<file path="config.mk">
export PLATFORM = sky130hd
export DESIGN_NAME = byte_alu_exec
export DESIGN_NICKNAME = d
export VERILOG_FILES = /design/src/rtl/byte_alu_pkg.sv /design/src/rtl/byte_alu_decode.sv /design/src/rtl/byte_alu_core.sv /design/src/rtl/byte_alu_state.sv /design/src/rtl/byte_alu_exec.sv
export SDC_FILE = /design/constraint.sdc
export NUM_CORES = 1
export LEC_CHECK = 0
export BUFFER_PORTS_ARGS = -buffer_cell sky130_fd_sc_hd__clkbuf_2
export CAP_MARGIN = 10
export CORE_MARGIN = 2
export CORE_UTILIZATION = 35
export DETAILED_ROUTE_END_ITERATION = 7
export RECOVER_POWER = 50
export SETUP_SLACK_MARGIN = 0.1
export SLEW_MARGIN = 20
export SYNTH_ARGS = -nofsm -noshare
export SYNTH_HDL_FRONTEND = slang
export SYNTH_SLANG_ARGS = --single-unit
</file>
<file path="constraint.sdc">
create_clock -name clk -period 7.9 [get_ports clk]
set_input_delay 0.79 -clock clk [delete_from_list [all_inputs] [get_ports clk]]
set_output_delay 0.79 -clock clk [all_outputs]
set_load 0.01 [all_outputs]
</file>
<file path="src/rtl/byte_alu_pkg.sv">
package byte_alu_pkg;

   localparam int BYTE_W    = 8;
   localparam int BIT_IDX_W = $clog2(BYTE_W);

   // instruction classes (two top bits)
   localparam logic [1:0] CLS_BYTE = 2'b00;
   localparam logic [1:0] CLS_BIT  = 2'b01;
   localparam logic [1:0] CLS_LIT  = 2'b11;

   // byte-class operation nibble
   localparam logic [3:0] BOP_MOVE_W = 4'h0;
   localparam logic [3:0] BOP_CLEAR  = 4'h1;
   localparam logic [3:0] BOP_SUB    = 4'h2;
   localparam logic [3:0] BOP_DEC    = 4'h3;
   localparam logic [3:0] BOP_OR     = 4'h4;
   localparam logic [3:0] BOP_AND    = 4'h5;
   localparam logic [3:0] BOP_XOR    = 4'h6;
   localparam logic [3:0] BOP_ADD    = 4'h7;
   localparam logic [3:0] BOP_MOVF   = 4'h8;
   localparam logic [3:0] BOP_COMP   = 4'h9;
   localparam logic [3:0] BOP_INC    = 4'hA;
   localparam logic [3:0] BOP_DECSK  = 4'hB;
   localparam logic [3:0] BOP_ROR    = 4'hC;
   localparam logic [3:0] BOP_ROL    = 4'hD;
   localparam logic [3:0] BOP_SWAP   = 4'hE;
   localparam logic [3:0] BOP_INCSK  = 4'hF;

   typedef enum logic [3:0] {
      OP_ZERO, OP_PASS, OP_PASS_W, OP_ADD, OP_SUB, OP_AND, OP_IOR, OP_XOR,
      OP_COM,  OP_INC,  OP_DEC,    OP_RRC, OP_RLC, OP_SWAP, OP_BCLR, OP_BSET
   } alu_op_e;

   typedef struct packed {
      alu_op_e                op;
      logic                   src_lit;
      logic                   wr_w;
      logic                   wr_file;
      logic                   upd_c;
      logic                   upd_dc;
      logic                   upd_z;
      logic                   skip_chk;
      logic [BIT_IDX_W-1:0]   bit_sel;
   } alu_ctrl_t;

endpackage

</file>
<file path="src/rtl/byte_alu_decode.sv">
module byte_alu_decode
   import byte_alu_pkg::*;
#(
   parameter int INSTR_W = 14,
   parameter int DATA_W  = 8,
   localparam int CLS_LSB = INSTR_W - 2,
   localparam int OP_LSB  = INSTR_W - 6,
   localparam int D_POS   = DATA_W - 1,
   localparam int B_LSB   = DATA_W - 1
)(
   input  logic [INSTR_W-1:0] instr,
   output alu_ctrl_t          ctl,
   output logic [DATA_W-1:0]  lit
);

   logic [1:0] cls;
   logic [3:0] opn;
   logic       dst_f;
   logic       route;

   assign cls   = instr[CLS_LSB +: 2];
   assign opn   = instr[OP_LSB +: 4];
   assign dst_f = instr[D_POS];
   assign lit   = instr[DATA_W-1:0];

   always_comb begin
      ctl         = '0;
      ctl.op      = OP_ZERO;
      ctl.bit_sel = instr[B_LSB +: BIT_IDX_W];
      route       = 1'b0;
      case (cls)
         CLS_BYTE: begin
            case (opn)
               BOP_MOVE_W: begin
                  if (dst_f) begin
                     ctl.op      = OP_PASS_W;
                     ctl.wr_file = 1'b1;
                  end
               end
               BOP_CLEAR: begin ctl.op = OP_ZERO; ctl.upd_z = 1'b1; route = 1'b1; end
               BOP_SUB: begin
                  ctl.op = OP_SUB; ctl.upd_c = 1'b1; ctl.upd_dc = 1'b1; ctl.upd_z = 1'b1;
                  route = 1'b1;
               end
               BOP_ADD: begin
                  ctl.op = OP_ADD; ctl.upd_c = 1'b1; ctl.upd_dc = 1'b1; ctl.upd_z = 1'b1;
                  route = 1'b1;
               end
               BOP_DEC:   begin ctl.op = OP_DEC;  ctl.upd_z = 1'b1; route = 1'b1; end
               BOP_OR:    begin ctl.op = OP_IOR;  ctl.upd_z = 1'b1; route = 1'b1; end
               BOP_AND:   begin ctl.op = OP_AND;  ctl.upd_z = 1'b1; route = 1'b1; end
               BOP_XOR:   begin ctl.op = OP_XOR;  ctl.upd_z = 1'b1; route = 1'b1; end
               BOP_MOVF:  begin ctl.op = OP_PASS; ctl.upd_z = 1'b1; route = 1'b1; end
               BOP_COMP:  begin ctl.op = OP_COM;  ctl.upd_z = 1'b1; route = 1'b1; end
               BOP_INC:   begin ctl.op = OP_INC;  ctl.upd_z = 1'b1; route = 1'b1; end
               BOP_DECSK: begin ctl.op = OP_DEC;  ctl.skip_chk = 1'b1; route = 1'b1; end
               BOP_INCSK: begin ctl.op = OP_INC;  ctl.skip_chk = 1'b1; route = 1'b1; end
               BOP_ROR:   begin ctl.op = OP_RRC;  ctl.upd_c = 1'b1; route = 1'b1; end
               BOP_ROL:   begin ctl.op = OP_RLC;  ctl.upd_c = 1'b1; route = 1'b1; end
               BOP_SWAP:  begin ctl.op = OP_SWAP; route = 1'b1; end
               default: ;
            endcase
            if (route) begin
               ctl.wr_w    = !dst_f;
               ctl.wr_file = dst_f;
            end
         end
         CLS_BIT: begin
            if (!opn[3]) begin
               ctl.op      = opn[2] ? OP_BSET : OP_BCLR;
               ctl.wr_file = 1'b1;
            end
         end
         CLS_LIT: begin
            ctl.src_lit = 1'b1;
            casez (opn)
               4'b00??: begin ctl.op = OP_PASS; ctl.wr_w = 1'b1; end
               4'b1000: begin ctl.op = OP_IOR;  ctl.wr_w = 1'b1; ctl.upd_z = 1'b1; end
               4'b1001: begin ctl.op = OP_AND;  ctl.wr_w = 1'b1; ctl.upd_z = 1'b1; end
               4'b1010: begin ctl.op = OP_XOR;  ctl.wr_w = 1'b1; ctl.upd_z = 1'b1; end
               4'b110?: begin
                  ctl.op = OP_SUB; ctl.wr_w = 1'b1;
                  ctl.upd_c = 1'b1; ctl.upd_dc = 1'b1; ctl.upd_z = 1'b1;
               end
               4'b111?: begin
                  ctl.op = OP_ADD; ctl.wr_w = 1'b1;
                  ctl.upd_c = 1'b1; ctl.upd_dc = 1'b1; ctl.upd_z = 1'b1;
               end
               default: ctl.src_lit = 1'b0;
            endcase
         end
         default: ;
      endcase
   end

endmodule

</file>
<file path="src/rtl/byte_alu_core.sv">
module byte_alu_core
   import byte_alu_pkg::*;
#(
   parameter int DATA_W    = 8,
   parameter bit ADD_SPLIT = 1'b1,
   localparam int NIB_W    = DATA_W / 2,
   localparam int SEL_W    = $clog2(DATA_W)
)(
   input  alu_op_e            op,
   input  logic [DATA_W-1:0]  opnd,
   input  logic [DATA_W-1:0]  w_val,
   input  logic               c_in,
   input  logic [SEL_W-1:0]   bit_sel,
   output logic [DATA_W-1:0]  res,
   output logic               c_out,
   output logic               dc_out
);

   logic              sub_mode;
   logic [DATA_W-1:0] addend;
   logic [DATA_W-1:0] sum;
   logic              carry_hi;
   logic              carry_mid;
   logic [DATA_W-1:0] bit_mod;

   // subtraction = operand + ~W + 1, so carry means "no borrow"
   assign sub_mode = (op == OP_SUB);
   assign addend   = sub_mode ? ~w_val : w_val;

   generate
      if (ADD_SPLIT) begin : g_split
         logic [NIB_W:0] lo;
         logic [NIB_W:0] hi;
         assign lo = {1'b0, opnd[NIB_W-1:0]} + {1'b0, addend[NIB_W-1:0]}
                   + {{NIB_W{1'b0}}, sub_mode};
         assign hi = {1'b0, opnd[DATA_W-1:NIB_W]} + {1'b0, addend[DATA_W-1:NIB_W]}
                   + {{NIB_W{1'b0}}, lo[NIB_W]};
         assign sum       = {hi[NIB_W-1:0], lo[NIB_W-1:0]};
         assign carry_mid = lo[NIB_W];
         assign carry_hi  = hi[NIB_W];
      end else begin : g_flat
         logic [DATA_W:0] full;
         logic [NIB_W:0]  lo;
         assign full = {1'b0, opnd} + {1'b0, addend} + {{DATA_W{1'b0}}, sub_mode};
         assign lo   = {1'b0, opnd[NIB_W-1:0]} + {1'b0, addend[NIB_W-1:0]}
                     + {{NIB_W{1'b0}}, sub_mode};
         assign sum       = full[DATA_W-1:0];
         assign carry_mid = lo[NIB_W];
         assign carry_hi  = full[DATA_W];
      end
   endgenerate

   always_comb begin
      bit_mod          = opnd;
      bit_mod[bit_sel] = (op == OP_BSET);
   end

   always_comb begin
      case (op)
         OP_PASS:   res = opnd;
         OP_PASS_W: res = w_val;
         OP_ADD,
         OP_SUB:    res = sum;
         OP_AND:    res = opnd & w_val;
         OP_IOR:    res = opnd | w_val;
         OP_XOR:    res = opnd ^ w_val;
         OP_COM:    res = ~opnd;
         OP_INC:    res = opnd + {{(DATA_W-1){1'b0}}, 1'b1};
         OP_DEC:    res = opnd - {{(DATA_W-1){1'b0}}, 1'b1};
         OP_RRC:    res = {c_in, opnd[DATA_W-1:1]};
         OP_RLC:    res = {opnd[DATA_W-2:0], c_in};
         OP_SWAP:   res = {opnd[NIB_W-1:0], opnd[DATA_W-1:NIB_W]};
         OP_BCLR,
         OP_BSET:   res = bit_mod;
         default:   res = '0;
      endcase
   end

   always_comb begin
      case (op)
         OP_ADD, OP_SUB: c_out = carry_hi;
         OP_RRC:         c_out = opnd[0];
         OP_RLC:         c_out = opnd[DATA_W-1];
         default:        c_out = c_in;
      endcase
      dc_out = carry_mid;
   end

endmodule

</file>
<file path="src/rtl/byte_alu_state.sv">
module byte_alu_state #(
   parameter int              DATA_W = 8,
   parameter logic [DATA_W-1:0] W_RST = '0
)(
   input  logic              clk,
   input  logic              rst_n,
   input  logic              exec_en,
   input  logic              wr_w,
   input  logic              upd_c,
   input  logic              upd_dc,
   input  logic              upd_z,
   input  logic [DATA_W-1:0] res,
   input  logic              c_new,
   input  logic              dc_new,
   output logic [DATA_W-1:0] w_q,
   output logic              c_q,
   output logic              dc_q,
   output logic              z_q
);

   always_ff @(posedge clk or negedge rst_n) begin
      if (!rst_n) begin
         w_q  <= W_RST;
         c_q  <= 1'b0;
         dc_q <= 1'b0;
         z_q  <= 1'b0;
      end else if (exec_en) begin
         if (wr_w)   w_q  <= res;
         if (upd_c)  c_q  <= c_new;
         if (upd_dc) dc_q <= dc_new;
         if (upd_z)  z_q  <= (res == '0);
      end
   end

endmodule

</file>
<file path="src/rtl/byte_alu_exec.sv">
module byte_alu_exec
   import byte_alu_pkg::*;
#(
   parameter int                DATA_W    = 8,
   parameter int                INSTR_W   = 14,
   parameter bit                ADD_SPLIT = 1'b1,
   parameter logic [DATA_W-1:0] W_RST     = '0
)(
   input  logic               clk,
   input  logic               rst_n,
   input  logic               exec_en,
   input  logic [INSTR_W-1:0] instr,
   input  logic [DATA_W-1:0]  freg_in,
   output logic [DATA_W-1:0]  result,
   output logic               wr_w,
   output logic               wr_file,
   output logic               skip_zero,
   output logic [DATA_W-1:0]  w_q,
   output logic               c_q,
   output logic               dc_q,
   output logic               z_q
);

   generate
      if (DATA_W != BYTE_W) begin : g_bad_data_w
         $error("byte_alu_exec: DATA_W must equal the package byte width");
      end
      if (INSTR_W != DATA_W + 6) begin : g_bad_instr_w
         $error("byte_alu_exec: INSTR_W must be DATA_W + 6");
      end
      if (DATA_W % 2 != 0) begin : g_bad_nibble
         $error("byte_alu_exec: DATA_W must be even for the nibble carry");
      end
   endgenerate

   alu_ctrl_t         ctl;
   logic [DATA_W-1:0] lit;
   logic [DATA_W-1:0] opnd;
   logic              c_new;
   logic              dc_new;

   byte_alu_decode #(.INSTR_W(INSTR_W), .DATA_W(DATA_W)) u_dec (
      .instr (instr),
      .ctl   (ctl),
      .lit   (lit)
   );

   assign opnd = ctl.src_lit ? lit : freg_in;

   byte_alu_core #(.DATA_W(DATA_W), .ADD_SPLIT(ADD_SPLIT)) u_core (
      .op      (ctl.op),
      .opnd    (opnd),
      .w_val   (w_q),
      .c_in    (c_q),
      .bit_sel (ctl.bit_sel),
      .res     (result),
      .c_out   (c_new),
      .dc_out  (dc_new)
   );

   byte_alu_state #(.DATA_W(DATA_W), .W_RST(W_RST)) u_state (
      .clk     (clk),
      .rst_n   (rst_n),
      .exec_en (exec_en),
      .wr_w    (ctl.wr_w),
      .upd_c   (ctl.upd_c),
      .upd_dc  (ctl.upd_dc),
      .upd_z   (ctl.upd_z),
      .res     (result),
      .c_new   (c_new),
      .dc_new  (dc_new),
      .w_q     (w_q),
      .c_q     (c_q),
      .dc_q    (dc_q),
      .z_q     (z_q)
   );

   assign wr_w      = ctl.wr_w;
   assign wr_file   = ctl.wr_file;
   assign skip_zero = ctl.skip_chk && (result == '0);

endmodule

</file>
==> flow_summary.json, run 1 <==
{
  "cp_max_fo": 17,
  "hpwl_mm": 9.46,
  "power_density_mw_per_mm2": 180,
  "max_freq_mhz": 143,
  "initial_utilization": 0.364,
  "slew_violations": 0,
  "final.setup.tns_ns": 0,
  "synthDistinctLibCells": 76,
  "syn_nets": 466,
  "ctsResizeCount": 0,
  "clkSinkCount": 11,
  "nNetsFinal": 503,
  "drtIter0Drc": 432,
  "cts_tree": "yes",
  "rows": 33,
  "tightest_slew_ns": 1.15,
  "drtAntennaViolNets": 0,
  "multiInputGateArea_mm2": 0.00253,
  "crit_end": "skip_zero",
  "cts_hold_buf": 0,
  "clock_latency_ns": 0.25,
  "drc": 0,
  "drive_gt1_frac": 0.143,
  "synth.top_cell.area_share": 0.133,
  "area_growth_syn_to_layout_pct": 11.4,
  "vias": 3588,
  "cap_violations": 0,
  "ys_seq_area_frac": 0.0911,
  "cts_setup_buffers": 0,
  "synth_edf_count": 0,
  "clockRootBuffer": "clkbuf_8",
  "grt_use_met3": 0.0246,
  "core_region_area_mm2": 0.00830,
  "numCtsBuffers": 3,
  "port_buffers": 46,
  "overflow": 0,
  "finClkSkew_ns": 0.00751,
  "grt_pass1_wl_mm": 19.1,
  "grt_usage": 0.253,
  "clk_pin_slew_ns": 0.06,
  "viasPerCell": 6.57,
  "die_w_um": 96.9,
  "cp.required_ns": 7.11,
  "fin_hold_ws_ns": 0.490,
  "dieArea_mm2": 0.00939,
  "post_drt_wl_per_cell_um": 22.6,
  "die_y_um": 96.9,
  "gr-max-usage-layer": "met2",
  "grt_start_max_net_pins": 24,
  "finalCritPeriodShare": 0.885,
  "first_pass_iters": 5,
  "r2r_start": "u_state.w_q[1]",
  "synth_top_flop_cell": "dfrtp_1",
  "netlist_area_mm2": 0.00302,
  "slew_headroom": 0.225,
  "yosysTopAreaCell": "ha_1",
  "synth_area_leaders": "ha_1, dfrtp_1, xnor2_1, a21oi_1, nand2_1",
  "routed_wl_mm": 12.4,
  "antenna_found_initial": 0,
  "setup_ws_ns": 0.906,
  "finalSetupViolations": 0,
  "yosysWarnings": 0,
  "critPathLaunchType": "input pin",
  "worstPathArrival_ns": 6.20,
  "rrSetupSlack_ns": 4.00,
  "ir_worst_vdd_uv": 120,
  "syn-instance-count": 405,
  "rsz0062_at_grt": "false",
  "ioPinCount": 47,
  "use_met2": 0.409,
  "yosys-top-cells-count": "ha_1, nand2_1, nor2_1, inv_1, a21oi_1",
  "worstSetupPathType": "in -> out",
  "fin_crit_ns": 6.99,
  "status": "complete, no violations",
  "ys_ff_latch": 11,
  "gp_congestion": 1.04,
  "post-place-ws_ns": 0.996,
  "p_leak_nw": 1.48,
  "hp-class": "reg -> reg",
  "grt_pass1_vias": 3256,
  "grt_util_met1": 0.348,
  "clockBufferDepth": 2,
  "syn_area_per_cell_um2": 7.46,
  "crit_path_end_kind": "primary output",
  "fill_cells": 881,
  "r2r-end": "u_state.z_q",
  "crit_start": "instr[12]",
  "regArea_um2": 275,
  "h-tree-depth": 1,
  "n_antenna_cell": 0,
  "r2r_cells": 16,
  "async_reset_ff_frac": 1.00,
  "final-hold-violation-count": 0
}
per-layer routing:
metal | wire length (µm) | vias to the layer above | share of wire
li1 | - | 1614 | -
met1 | 5240 | 1692 | 0.42
met2 | 5600 | 240 | 0.45
met3 | 1040 | 42 | 0.084
met4 | 476 | 0 | 0.039
met5 | 0 | - | 0
cells by family (layout without fill, tap and decap cells):
group,after synthesis,count (layout),share of synthesized area
AO/OA/AOI/OAI,148,148,0.362
adder cells (fa/ha/maj),36,36,0.159
XOR/XNOR,17,17,0.0493
buffers and inverters,50,86,0.0708
multiplexers,15,15,0.0514
flip-flops,11,11,0.0911
AND/OR/NAND/NOR,128,128,0.217
state kept, by name, indices dropped and copies added, names as in the netlist:
name / cells
u_state.w_q: 8
u_state.dc_q: 1
u_state.z_q: 1
u_state.c_q: 1
critical path, cell delays in order:
cell and delay [ns]:
clkbuf_2 0.10, inv_1 0.07, ha_1 0.49, a21bo_2 0.28
a2111o_1 0.40, nand2_1 0.22, nand2_1 0.12, nor2_1 0.20
buf_4 0.21, xnor2_1 0.14, ha_1 0.29, a21o_1 0.19
a21oi_1 0.26, fa_1 0.22, inv_1 0.06, fa_1 0.40
xor2_1 0.20, nand3_1 0.09, o22ai_1 0.07, a2111oi_0 0.33
nand4_1 0.23, nor2_1 0.16, nand3_1 0.13, nor4b_1 0.34
clkbuf_2 0.20
through the flow:
stage,power (mW),cell area (µm²),instances,util
after floorplan,0.395,3020,405,-
after global placement,0.536,3330,542,0.402
after detailed placement,0.536,3330,542,0.402
after CTS,0.601,3380,546,0.407
after global routing,0.652,3360,546,0.405
final,0.604,3360,546,0.405
cell type report:
type | instances | area share
inverters | 28 | 0.0313
repair buffers | 54 | 0.0818
multi-input cells | 344 | 0.753
flip-flops and latches | 11 | 0.0818
well taps | 105 | 0.0391
clock buffers | 4 | 0.0134
worst min-delay path by stage:
stage	from	to	slack (ns)	cells after the start
2_1_floorplan	rst_n	u_state.c_q	0.49	0
3_3_place_gp	u_state.z_q	u_state.z_q	0.47	2
3_5_place_dp	u_state.z_q	u_state.z_q	0.47	2
4_1_cts	rst_n	u_state.w_q[6]	0.43	1
5_1_grt	u_state.z_q	u_state.z_q	0.52	2
6_report	u_state.z_q	u_state.z_q	0.49	2
power by group:
group | switching, mW | internal, mW
Combinational | 0.271 | 0.168
Sequential | 0.0254 | 0.0772
Clock | 0.0261 | 0.0358
cell usage in the layout, fill, tap and decap left out, drive strengths merged, types with 3 or more instances in the layout:
master	Yosys	final
inv	28	28
a31oi	6	6
xnor2	16	16
nand3	17	17
ha	32	32
mux2	4	4
nor4	3	3
or4	3	3
a221oi	5	5
buf	13	8
fa	4	4
or3	5	5
clkbuf	9	50
a211oi	8	8
a21o	8	8
or2	3	3
nor3	13	13
a211o	4	4
a2111oi	4	4
o22ai	10	10
o21ai	25	25
a21oi	25	25
nand2	32	32
dfrtp	11	11
o32ai	8	8
nand4	6	6
o211ai	6	6
a22oi	4	4
nand2b	6	6
nor2	30	30
o31ai	3	3
o21a	4	4
mux2i	11	11
Power figures use the tool's default switching activity.
==> run 2, diff against run 1 <==
Settings changed: CORE_UTILIZATION 35 to 59, PLACE_DENSITY set to 0.82.
==> run 2 against run 1 <==
- the run now ends with design-rule violations left
- combinational power is essentially flat
- setup slack got worse by 0.022 ns
- clock skew is 0.0060 ns higher
- first-iteration DRC count up 57%
- maximum frequency decreased by 0.31%
- die area down 39%
- largest cell class unchanged
- highest routed layer unchanged
==> flow_summary.json, run 2 (synthesis gave the netlist of run 1 again) <==
{
  "fin_hold_ws_ns": 0.493,
  "grt_start_max_net_pins": 24,
  "gp_congestion": 1.06,
  "violations": "design-rule violations",
  "r2r_start": "u_state.w_q[1]",
  "path_buf_inv": 6,
  "largest_register": "u_state.w_q",
  "ctsResizeCount": 0,
  "slowest_delay_ns": 0.48,
  "finClkSkew_ns": 0.0135,
  "fin_crit_ns": 7.02,
  "drive_gt1_frac": 0.137,
  "final.setup.tns_ns": 0,
  "overflow": 0,
  "rows": 26,
  "final-hold-violation-count": 0,
  "grt_pass1_vias": 3283,
  "slew_violations": 0,
  "max_freq_mhz": 143,
  "power_density_mw_per_mm2": 184,
  "layout_common_cells": "clkbuf_2, nand2_1, ha_1",
  "status": "finished with violations",
  "ioPinCount": 47,
  "rsz0062_at_grt": "false",
  "numCtsBuffers": 3,
  "tightest_slew_ns": 1.06,
  "clockBufferDepth": 2,
  "fill_cells": 484,
  "routed_wl_mm": 11.8,
  "first_pass_iters": 8,
  "cts_hold_buf": 0,
  "h-tree-depth": 1,
  "vias": 3712,
  "die_w_um": 75.6,
  "p_leak_nw": 1.46,
  "r2r_cells": 16,
  "drtAntennaViolNets": 0,
  "viasPerCell": 7.31,
  "area_growth_syn_to_layout_pct": 9.15,
  "worstPathArrival_ns": 6.23,
  "ir_worst_vdd_uv": 127,
  "n_antenna_cell": 0,
  "finalSetupViolations": 0,
  "core_region_area_mm2": 0.00501,
  "finalCritPeriodShare": 0.888,
  "nNetsFinal": 500,
  "crit_end": "skip_zero",
  "crit_cells": 26,
  "clk_pin_slew_ns": 0.05,
  "r2r-end": "u_state.z_q",
  "drc": 47,
  "regArea_um2": 275,
  "hpwl_mm": 8.90,
  "crit_path_end_kind": "primary output",
  "cp_max_fo": 17,
  "cts_setup_buffers": 0,
  "slew_headroom": 0.290,
  "cap_violations": 0,
  "worstSetupPathType": "in -> out",
  "clkSinkCount": 11,
  "path_delay_family": "compound AO/OA/AOI/OAI gates",
  "rrSetupSlack_ns": 4.01,
  "grt_usage": 0.425,
  "cts_tree": "yes",
  "initial_utilization": 0.603,
  "clockRootBuffer": "clkbuf_8",
  "clock_latency_ns": 0.26,
  "critPathLaunchType": "input pin",
  "post_drt_wl_per_cell_um": 23.3,
  "dieArea_mm2": 0.00571,
  "drtIter0Drc": 680,
  "die_y_um": 75.6,
  "grt_pass1_wl_mm": 17.8,
  "slowest_stage": "ha_1",
  "port_buffers": 46,
  "layout_commonest_cell": "clkbuf_2",
  "hp-class": "reg -> reg",
  "antenna_found_initial": 0,
  "multiInputGateArea_mm2": 0.00253,
  "crit_start": "instr[13]",
  "cp.required_ns": 7.11,
  "largest_reg_flops": 8
}
[run 2: cell count changes in the layout (fill, tap and decap cells not counted)]
cell   delta
buf_4     -3
[run 2: worst min-delay path by stage]
| stage | from | endpoint | slack (ns) | cells after the start |
|---|---|---|---|---|
| 6_report | u_state.z_q | u_state.z_q | 0.49 | 2 |
| 5_1_grt | u_state.z_q | u_state.z_q | 0.51 | 2 |
| 4_1_cts | rst_n | u_state.w_q[0] | 0.45 | 1 |
| 3_5_place_dp | u_state.z_q | u_state.z_q | 0.48 | 2 |
| 3_3_place_gp | u_state.z_q | u_state.z_q | 0.48 | 2 |
| 2_1_floorplan | rst_n | u_state.c_q | 0.49 | 0 |
[run 2: area by class of cell]
class                   instances  share of cell area
flip-flops and latches         11              0.0835
repair buffers                 51              0.0767
well taps                      70              0.0266
clock buffers                   4              0.0137
multi-input cells             344               0.768
inverters                      28              0.0319
[run 2: worst register-to-register path, cell delays in order, from the launching register on]
cell and delay (ns):
dfrtp_1 0.40, inv_1 0.18, xnor2_1 0.16, fa_1 0.46, a21o_1 0.17, a21oi_1 0.25, fa_1 0.22, inv_1 0.06
fa_1 0.39, xor2_1 0.19, nand3_1 0.10, o22ai_1 0.07, a2111oi_0 0.33, nand4_1 0.21, nor2_1 0.15, nand3_1 0.12
o41ai_2 0.31
[run 2: power breakdown]
| part | switching (mW) | total (mW) | internal (mW) | leakage, nW |
|---|---|---|---|---|
| clock network | 0.0274 | 0.0631 | 0.0357 | 0.0228 |
| registers | 0.0272 | 0.104 | 0.0772 | 0.141 |
| logic | 0.274 | 0.440 | 0.166 | 1.30 |
| total | 0.328 | 0.607 | 0.279 | 1.46 |
[run 2: through the flow]
step                worst slack (ns)   util  cell area [µm²]  total power [mW]  cells
global placement                1.17  0.652             3270             0.525    504
global route                   0.454  0.658             3300             0.643    508
CTS                            0.916  0.661             3310             0.595    508
floorplan                       1.30      -             3020             0.395    405
detailed placement             0.927  0.652             3270             0.531    504
finish                         0.885  0.658             3300             0.607    508
[run 2: metal layers]
metal | part of all wire | vias up | global-route usage
met3 | 0.12 | 87 | 0.0926
met4 | 0.077 | 0 | 0.244
li1 | - | 1617 | -
met2 | 0.42 | 318 | 0.663
met1 | 0.38 | 1690 | 0.540
met5 | 0 | - | 0
